--- src/rtl/spi_erase_decoder.sv ---
module spi_erase_decoder #(
  parameter int ADDR_W = 18,
  parameter int BP_W   = 2,
  parameter int SYNC_N = 2,
  parameter int SEC_SH = 12,
  parameter int BLK_SH = 15
) (
  input  logic              clk,
  input  logic              rst_n,
  input  logic              sclk,
  input  logic              cs_n,
  input  logic              si,
  input  logic              wel,
  input  logic [BP_W-1:0]   prot_lvl,
  output logic              so_oe,
  output logic              erase_req,
  output logic [1:0]        erase_kind,
  output logic [ADDR_W-1:0] erase_addr,
  output logic              erase_reject,
  output logic              wel_clr
);
  localparam int PROT_SH = ADDR_W - (1 << BP_W);
  localparam logic [ADDR_W:0] MEM_SZ = (ADDR_W+1)'(1) << ADDR_W;
  localparam logic [5:0] CNT_MAX = 6'd33;
  localparam logic [ADDR_W-1:0] SEC_MASK = ADDR_W'((1 << SEC_SH) - 1);
  localparam logic [ADDR_W-1:0] BLK_MASK = ADDR_W'((1 << BLK_SH) - 1);

  logic [SYNC_N-1:0] sclk_sy, cs_sy, si_sy;
  logic sclk_q, cs_q;
  logic [5:0] cnt;
  logic [7:0] op;
  logic [ADDR_W-1:0] adr;

  wire sclk_s = sclk_sy[SYNC_N-1];
  wire cs_s   = cs_sy[SYNC_N-1];
  wire si_s   = si_sy[SYNC_N-1];
  wire shift  = sclk_s & ~sclk_q & ~cs_s;
  wire cs_rise = cs_s & ~cs_q;
  wire cs_fall = ~cs_s & cs_q;

  always_ff @(posedge clk or negedge rst_n)
    if (!rst_n) begin
      sclk_sy <= '0;
      cs_sy   <= '1;
      si_sy   <= '0;
      sclk_q  <= 1'b0;
      cs_q    <= 1'b1;
    end else begin
      sclk_sy <= {sclk_sy[SYNC_N-2:0], sclk};
      cs_sy   <= {cs_sy[SYNC_N-2:0], cs_n};
      si_sy   <= {si_sy[SYNC_N-2:0], si};
      sclk_q  <= sclk_s;
      cs_q    <= cs_s;
    end

  always_ff @(posedge clk or negedge rst_n)
    if (!rst_n) begin
      cnt <= '0;
      op  <= '0;
      adr <= '0;
    end else if (cs_fall) begin
      cnt <= '0;
    end else if (shift) begin
      cnt <= (cnt == CNT_MAX) ? CNT_MAX : cnt + 6'd1;
      adr <= {adr[ADDR_W-2:0], si_s};
      if (cnt < 6'd8) op <= {op[6:0], si_s};
    end

  logic        dec_ok;
  logic [1:0]  dec_kind;
  logic [ADDR_W-1:0] dec_mask, dec_base;
  logic [ADDR_W:0] prot_span, prot_lim;
  logic        dec_prot, dec_allow;

  always_comb begin
    dec_ok   = 1'b0;
    dec_kind = 2'b00;
    dec_mask = '0;
    if (cnt == 6'd32 && op == 8'h20) begin
      dec_ok = 1'b1; dec_kind = 2'b01; dec_mask = SEC_MASK;
    end else if (cnt == 6'd32 && op == 8'h52) begin
      dec_ok = 1'b1; dec_kind = 2'b10; dec_mask = BLK_MASK;
    end else if (cnt == 6'd8 && op == 8'h60) begin
      dec_ok = 1'b1; dec_kind = 2'b11;
    end
  end

  assign dec_base  = (dec_kind == 2'b11) ? '0 : (adr & ~dec_mask);
  assign prot_span = (prot_lvl == '0) ? '0
                   : ((ADDR_W+1)'(1) << (PROT_SH + int'(prot_lvl)));
  assign prot_lim  = MEM_SZ - prot_span;
  assign dec_prot  = (dec_kind == 2'b11) ? (prot_lvl != '0)
                   : ({1'b0, dec_base | dec_mask} >= prot_lim);
  assign dec_allow = wel & ~dec_prot;

  always_ff @(posedge clk or negedge rst_n)
    if (!rst_n) begin
      erase_req    <= 1'b0;
      erase_reject <= 1'b0;
      wel_clr      <= 1'b0;
      erase_kind   <= 2'b00;
      erase_addr   <= '0;
    end else begin
      erase_req    <= cs_rise & dec_ok & dec_allow;
      wel_clr      <= cs_rise & dec_ok & dec_allow;
      erase_reject <= cs_rise & dec_ok & ~dec_allow;
      if (cs_rise && dec_ok) begin
        erase_kind <= dec_kind;
        erase_addr <= dec_base;
      end
    end

  assign so_oe = 1'b0;
endmodule

--- config.mk ---
export PLATFORM = sky130hd
export DESIGN_NAME = spi_erase_decoder
export DESIGN_NICKNAME = d
export VERILOG_FILES = /design/src/rtl/spi_erase_decoder.sv
export SDC_FILE = /design/constraint.sdc
export NUM_CORES = 1
export LEC_CHECK = 0
export BUFFER_PORTS_ARGS = -buffer_cell sky130_fd_sc_hd__buf_2
export CAP_MARGIN = 20
export CELL_PAD_IN_SITES_DETAIL_PLACEMENT = 2
export CELL_PAD_IN_SITES_GLOBAL_PLACEMENT = 2
export CORE_ASPECT_RATIO = 2
export CORE_MARGIN = 1
export CORE_UTILIZATION = 30
export DETAILED_ROUTE_END_ITERATION = 10
export PLACE_DENSITY = 0.6
export SLEW_MARGIN = 10
export SYNTH_ARGS = -nofsm -noshare
export SYNTH_HDL_FRONTEND = slang
export SYNTH_SLANG_ARGS = --single-unit
--- constraint.sdc ---
create_clock -name clk -period 9.7 [get_ports clk]
set_input_delay 1.94 -clock clk [delete_from_list [all_inputs] [get_ports clk]]
set_output_delay 1.94 -clock clk [all_outputs]
set_load 0.01 [all_outputs]
# After elaboration in Yosys (flattened, before gate mapping)
# Cells that the tools add are included.
# totals
regBits	62
out_inout_bits	24
inputBits	8
wordCells	65
# classes
n_mux	14
bitwise	17
shifts	1
n_eq_ne	7
n_addsub	3
reduce_logical	9
n_lt_le_gt_ge	2
# ops
op	count
15-bit 2-to-1 mux	2
18-bit by 19-bit >= comparator with 1-bit output	1
19-bit 2-to-1 mux	1
1-bit by 5-bit left shift with 19-bit output, first input constant	1
19-bit subtractor, first input constant	1
18-bit bitwise AND	1
18-bit 2-to-1 mux	1
6-bit 2-to-1 mux	3
18-bit NOT	1
18-bit bitwise OR	1
8-bit by 7-bit == test with 1-bit output, second input constant	2
6-bit == test, second input constant	2
1-bit bitwise AND	8
8-bit by 6-bit == test with 1-bit output, second input constant	1
6-bit by 1-bit adder with 6-bit output, second input constant	1
6-bit by 4-bit == test with 1-bit output, second input constant	1
6-bit by 4-bit < comparator with 1-bit output, second input constant	1
2-bit 2-to-1 mux	3
1-bit NOT	6
4-bit by 2-bit adder with 5-bit output, first input constant	1
1-bit logical AND	4
1-bit 2-to-1 mux	4
2-bit nonzero test	2
3-bit AND reduction	1
other kinds (3)	3

# Depth between registers and ports, before layout
# depth
ltp_word	14
ltp_mapped	13
mapped_depth_nobuf	13

# Worst setup path before layout
# OpenSTA, ideal clock, no wires.
# synth_path
path_type	input-to-reg
from	input prot_lvl[0]
to	register erase_reject
required_time_ns	9.568
setup_ns	0.132
stages	13
arrival_time_ns	4.200
slack_ns	5.368
path_buffers	0
cell_sequence	inv_1 -> ha_1 -> nor2_1 -> nand2_1 -> ha_1 -> and2_1 -> or2_2 -> ha_1 -> nand4_1 -> nor2_1 -> a311oi_1 -> a32o_1 -> a21oi_1
# synth_via
elab_chain_cells	10
# synth_lines
item	line	rtl
from (decl)	14	input logic [BP_W-1:0] prot_lvl,
4-bit by 2-bit adder with 5-bit output	90	: ((ADDR_W+1)'(1) << (PROT_SH + int'(prot_lvl)));
1-bit by 5-bit left shift with 19-bit output	90	
19-bit 2-to-1 mux	89	assign prot_span = (prot_lvl == '0) ? '0
19-bit subtractor	91	assign prot_lim = MEM_SZ - prot_span;
18-bit by 19-bit >= comparator with 1-bit output	93	: ({1'b0, dec_base | dec_mask} >= prot_lim);
1-bit 2-to-1 mux (*)	92	assign dec_prot = (dec_kind == 2'b11) ? (prot_lvl != '0)
1-bit NOT (*)	94	assign dec_allow = wel & ~dec_prot;
1-bit bitwise AND (*)	94	
1-bit NOT (*)	106	erase_reject <= cs_rise & dec_ok & ~dec_allow;
1-bit bitwise AND (*)	106	
to (signal assigned)	106	
to (decl)	19	output logic erase_reject,
# Every way passes the cells marked *; elsewhere a longest branch is shown, timed or not.
# A chain may end at the register's enable or synchronous reset.

# Final worst setup path
# layout_path
from	input prot_lvl[1]
to	register erase_reject
# The elaborated chain is that of the path after synthesis.

==> summary.txt <==
Final layout
  • Area overhead of the layout relative to synthesis: 19.0%
  • Sequential cell area: 1560 sq um
  • Final std cells w/o fill: 453
  • Design Area, Final: 3780 sq um
  • Number of filler instances in the final layout: 1125
  • Multi-input gate area: 1520 sq um
  • Most common cell after layout, fill and taps aside: dfrtp_1
  • Layout cells sized above 1: 0.292
  • Antenna fix cells: 0
  • NumNets Final: 348
  • Most frequent cells in the layout: dfrtp_1, buf_2, ha_1

Min path
  • Worst hold path startpoint: si_sy[0]
  • Hold crit path type: register to register
  • Cell count of the worst hold path: 0
  • WHS Endpoint: si_sy[1]

Pwr
  • Cell area power density: 188 nW/um^2
  • Peak VDD IR: 0.0871 mV
  • Leakage power: 1.89 nW

CTS
  • TritonCTS clock tree: built
  • Clk root buf: clkbuf_16
  • Post-CTS setup repair buffer count: 0
  • Maximum clock path buffer count: 2
  • Hold bufs inserted after CTS: 0
  • CTS sink count: 62
  • CTS resizes: 0
  • Number of buffers added by the clock tree synthesis step: 9
  • Maximum level of the CTS H-tree: 3
  • Clock latency on the worst-skew pair: 0.33 ns
  • Clock Pin Slew Worst Setup and Hold Paths: 0.05 ns

Setup path
  • Worst endpoint data arrival time: 4.75 ns
  • Endpoint type of the worst setup path: register
  • Maximum cell stage delay along the critical path: 0.31 ns
  • Worst reg2reg setup slack: 6.11 ns
  • Most numerous cell on the critical path: ha_1
  • Launch instance of the worst register-to-register path: cnt[1]
  • Critical path type: input port to register
  • Required time of the critical path: 9.87 ns
  • Slowest-stage cell, CP: ha_1
  • R2r endpoint: erase_reject
  • Maximum fanout along the worst path: 6
  • Depth of the most critical reg-to-reg path: 12
  • Startpoint kind of the worst setup timing path: input port
  • Worst-path cell chain: buf_2 > inv_1 > ha_1 > nor2_1 > nand2_1 > ha_1 > and2_1 > or2_2 > ha_1 > nand4_1 > nor2_1 > a311oi_1 > a32o_1 > a21oi_1

Drt
  • Number of violations reported at the end of detailed-routing iteration 0: 48
  • Drc violations: 0
  • Detailed-route vias per instance: 4.90
  • WL final: 7470 microns
  • Number of routed nets with antenna violations: 0
  • Number of search-and-repair iterations in the first detailed-routing pass: 4
  • Routed vias: 2218
  • Routed WL per cell: 16.5 microns

Die
  • Starting utilization of the core area: 0.311
  • Number of I/O pins: 32
  • Number of standard-cell rows in the floorplan: 52
  • Die Ht: 148 microns
  • Die area: 11000 sq um
  • X dimension of the die: 74.8 microns
  • Core footprint: 10200 sq um

Logic synthesis
  • Cell Area, Synth: 3180 sq um
  • Commonest register cell after synthesis: dfrtp_1
  • Nets in the synthesized netlist: 316
  • Number of synthesized register bits: 62
  • Number of synthesis warnings: 0
  • Seq/Total Area, Yosys: 0.490
  • Share of synthesized registers carrying an async set or reset: 1.00
  • Most area-consuming cells after synthesis: dfrtp_1, ha_1, mux2_2
  • Yosys top cell area share: 0.465
  • Mean post-synth cell area: 11.3 sq um
  • Number of cells produced by synthesis: 281
  • Number of enable flip-flop cells after synthesis: 0
  • Library cells used by synthesis: 41
  • Library cell with the largest summed area after synthesis: dfrtp_1

STA
  • Final setup violating endpoints: 0
  • RSZ-0062 raised after global routing: no
  • Setup_tns: 0 ns
  • Number of hold-slack violations in the final timing report: 0
  • Pins Over Slew Limit: 0
  • Crit path time final: 4.58 ns
  • Post-route fraction of the period consumed by the critical path: 0.472
  • Worst rel slew slack: 0.415
  • Final clock skew: 0.00510 ns
  • Transition at the pin with the smallest max-transition slack: 0.878 ns
  • Fmax: 218 MHz

Global routing
  • Initial antenna violation count: 0
  • Global-route wire length before repair: 12900 microns
  • Total global-route track usage: 0.159
  • Largest net degree at the start of global routing: 63
  • Via count of the first global-routing pass: 2556
  • GRT overflow: 0

Place
  • Count of port buffers added during placement: 30
  • Detailed Place HPWL: 5570 microns
  • Cells after DPL: 437
  • Instance area after placement: 3470 sq um
  • RD Place Congestion: 0.722

Job
  • Max-cap check violation count: 0

Status
  • Outcome: completed
-- logic make-up after synthesis --
group / count (synthesis) / synth area share
AO/OA/AOI/OAI: 54 / 0.111
XOR/XNOR: 3 / 0.00828
adder cells (fa/ha/maj): 27 / 0.106
buffers and inverters: 26 / 0.0351
flip-flops: 62 / 0.490
multiplexers: 26 / 0.0922
other: 1 / 0.00118
AND/OR/NAND/NOR: 82 / 0.156
-- per-stage QoR --
step	hold slack [ns]	util	total power, mW	worst slack, ns
global placement	0.336	0.339	0.385	4.92
detailed placement	0.341	0.339	0.390	4.78
global route	0.364	0.370	0.746	4.84
finish	0.352	0.370	0.709	5.12
CTS	0.355	0.370	0.726	5.13
floorplan	0.331	-	0.355	5.37
-- sequential cells by signal, summed over array words and instances, names as in the netlist --
register	count
cs_q	1
wel_clr	1
sclk_q	1
erase_kind	2
adr	18
cnt	6
sclk_sy	2
op	8
erase_reject	1
erase_addr	18
si_sy	2
cs_sy	2
-- how the worst max path moves through the flow --
stage               slack [ns]      endpoint         from  depth (start not counted)
floorplan                 5.37  erase_reject  prot_lvl[0]                         13
CTS                       5.13  erase_reject  prot_lvl[1]                         14
detailed placement        4.78  erase_reject  prot_lvl[1]                         14
global route              4.84       wel_clr  prot_lvl[1]                         14
global placement          4.92  erase_reject  prot_lvl[0]                         14
finish                    5.12  erase_reject  prot_lvl[1]                         14
-- Yosys cell counts (all sizes together), types with 3 or more instances --
| library cell | n |
|---|---|
| dfstp | 3 |
| dfrtp | 59 |
| clkbuf | 7 |
| nand2 | 17 |
| inv | 14 |
| nor3 | 3 |
| ha | 27 |
| mux2 | 26 |
| nand4 | 3 |
| o31ai | 4 |
| and2 | 17 |
| or2 | 5 |
| a21o | 9 |
| nand2b | 3 |
| o21ai | 21 |
| buf | 5 |
| a21oi | 12 |
| nor2 | 14 |
| or4b | 3 |
| nand3 | 4 |
-- routing by layer --
metal	global-route usage	part of all wire	up-vias
met5	0	0	-
met4	0.0764	0.022	0
met3	0.0354	0.025	11
met1	0.163	0.37	1140
li1	-	-	1040
met2	0.291	0.58	27
-- critical path, delay by kind of cell --
family,cells,cell delay [ns]
adder cells (fa/ha/maj),3,0.84
AO/OA/AOI/OAI,3,0.61
AND/OR/NAND/NOR,6,1.17
buffers and inverters,2,0.20
-- area by class of cell --
type / instances / area share
clock buffer: 12 / 0.0679
multi-input combinational: 193 / 0.402
inverter: 14 / 0.0139
clock inverter: 4 / 0.0146
timing repair buffer: 33 / 0.0457
sequential: 62 / 0.412
tap: 135 / 0.0447
-- report_power, final --
group | switching (mW) | internal, mW
sequential | 0.0161 | 0.278
combinational | 0.0492 | 0.0382
clock | 0.114 | 0.214
total | 0.180 | 0.530
Power figures use the tool's default switching activity.
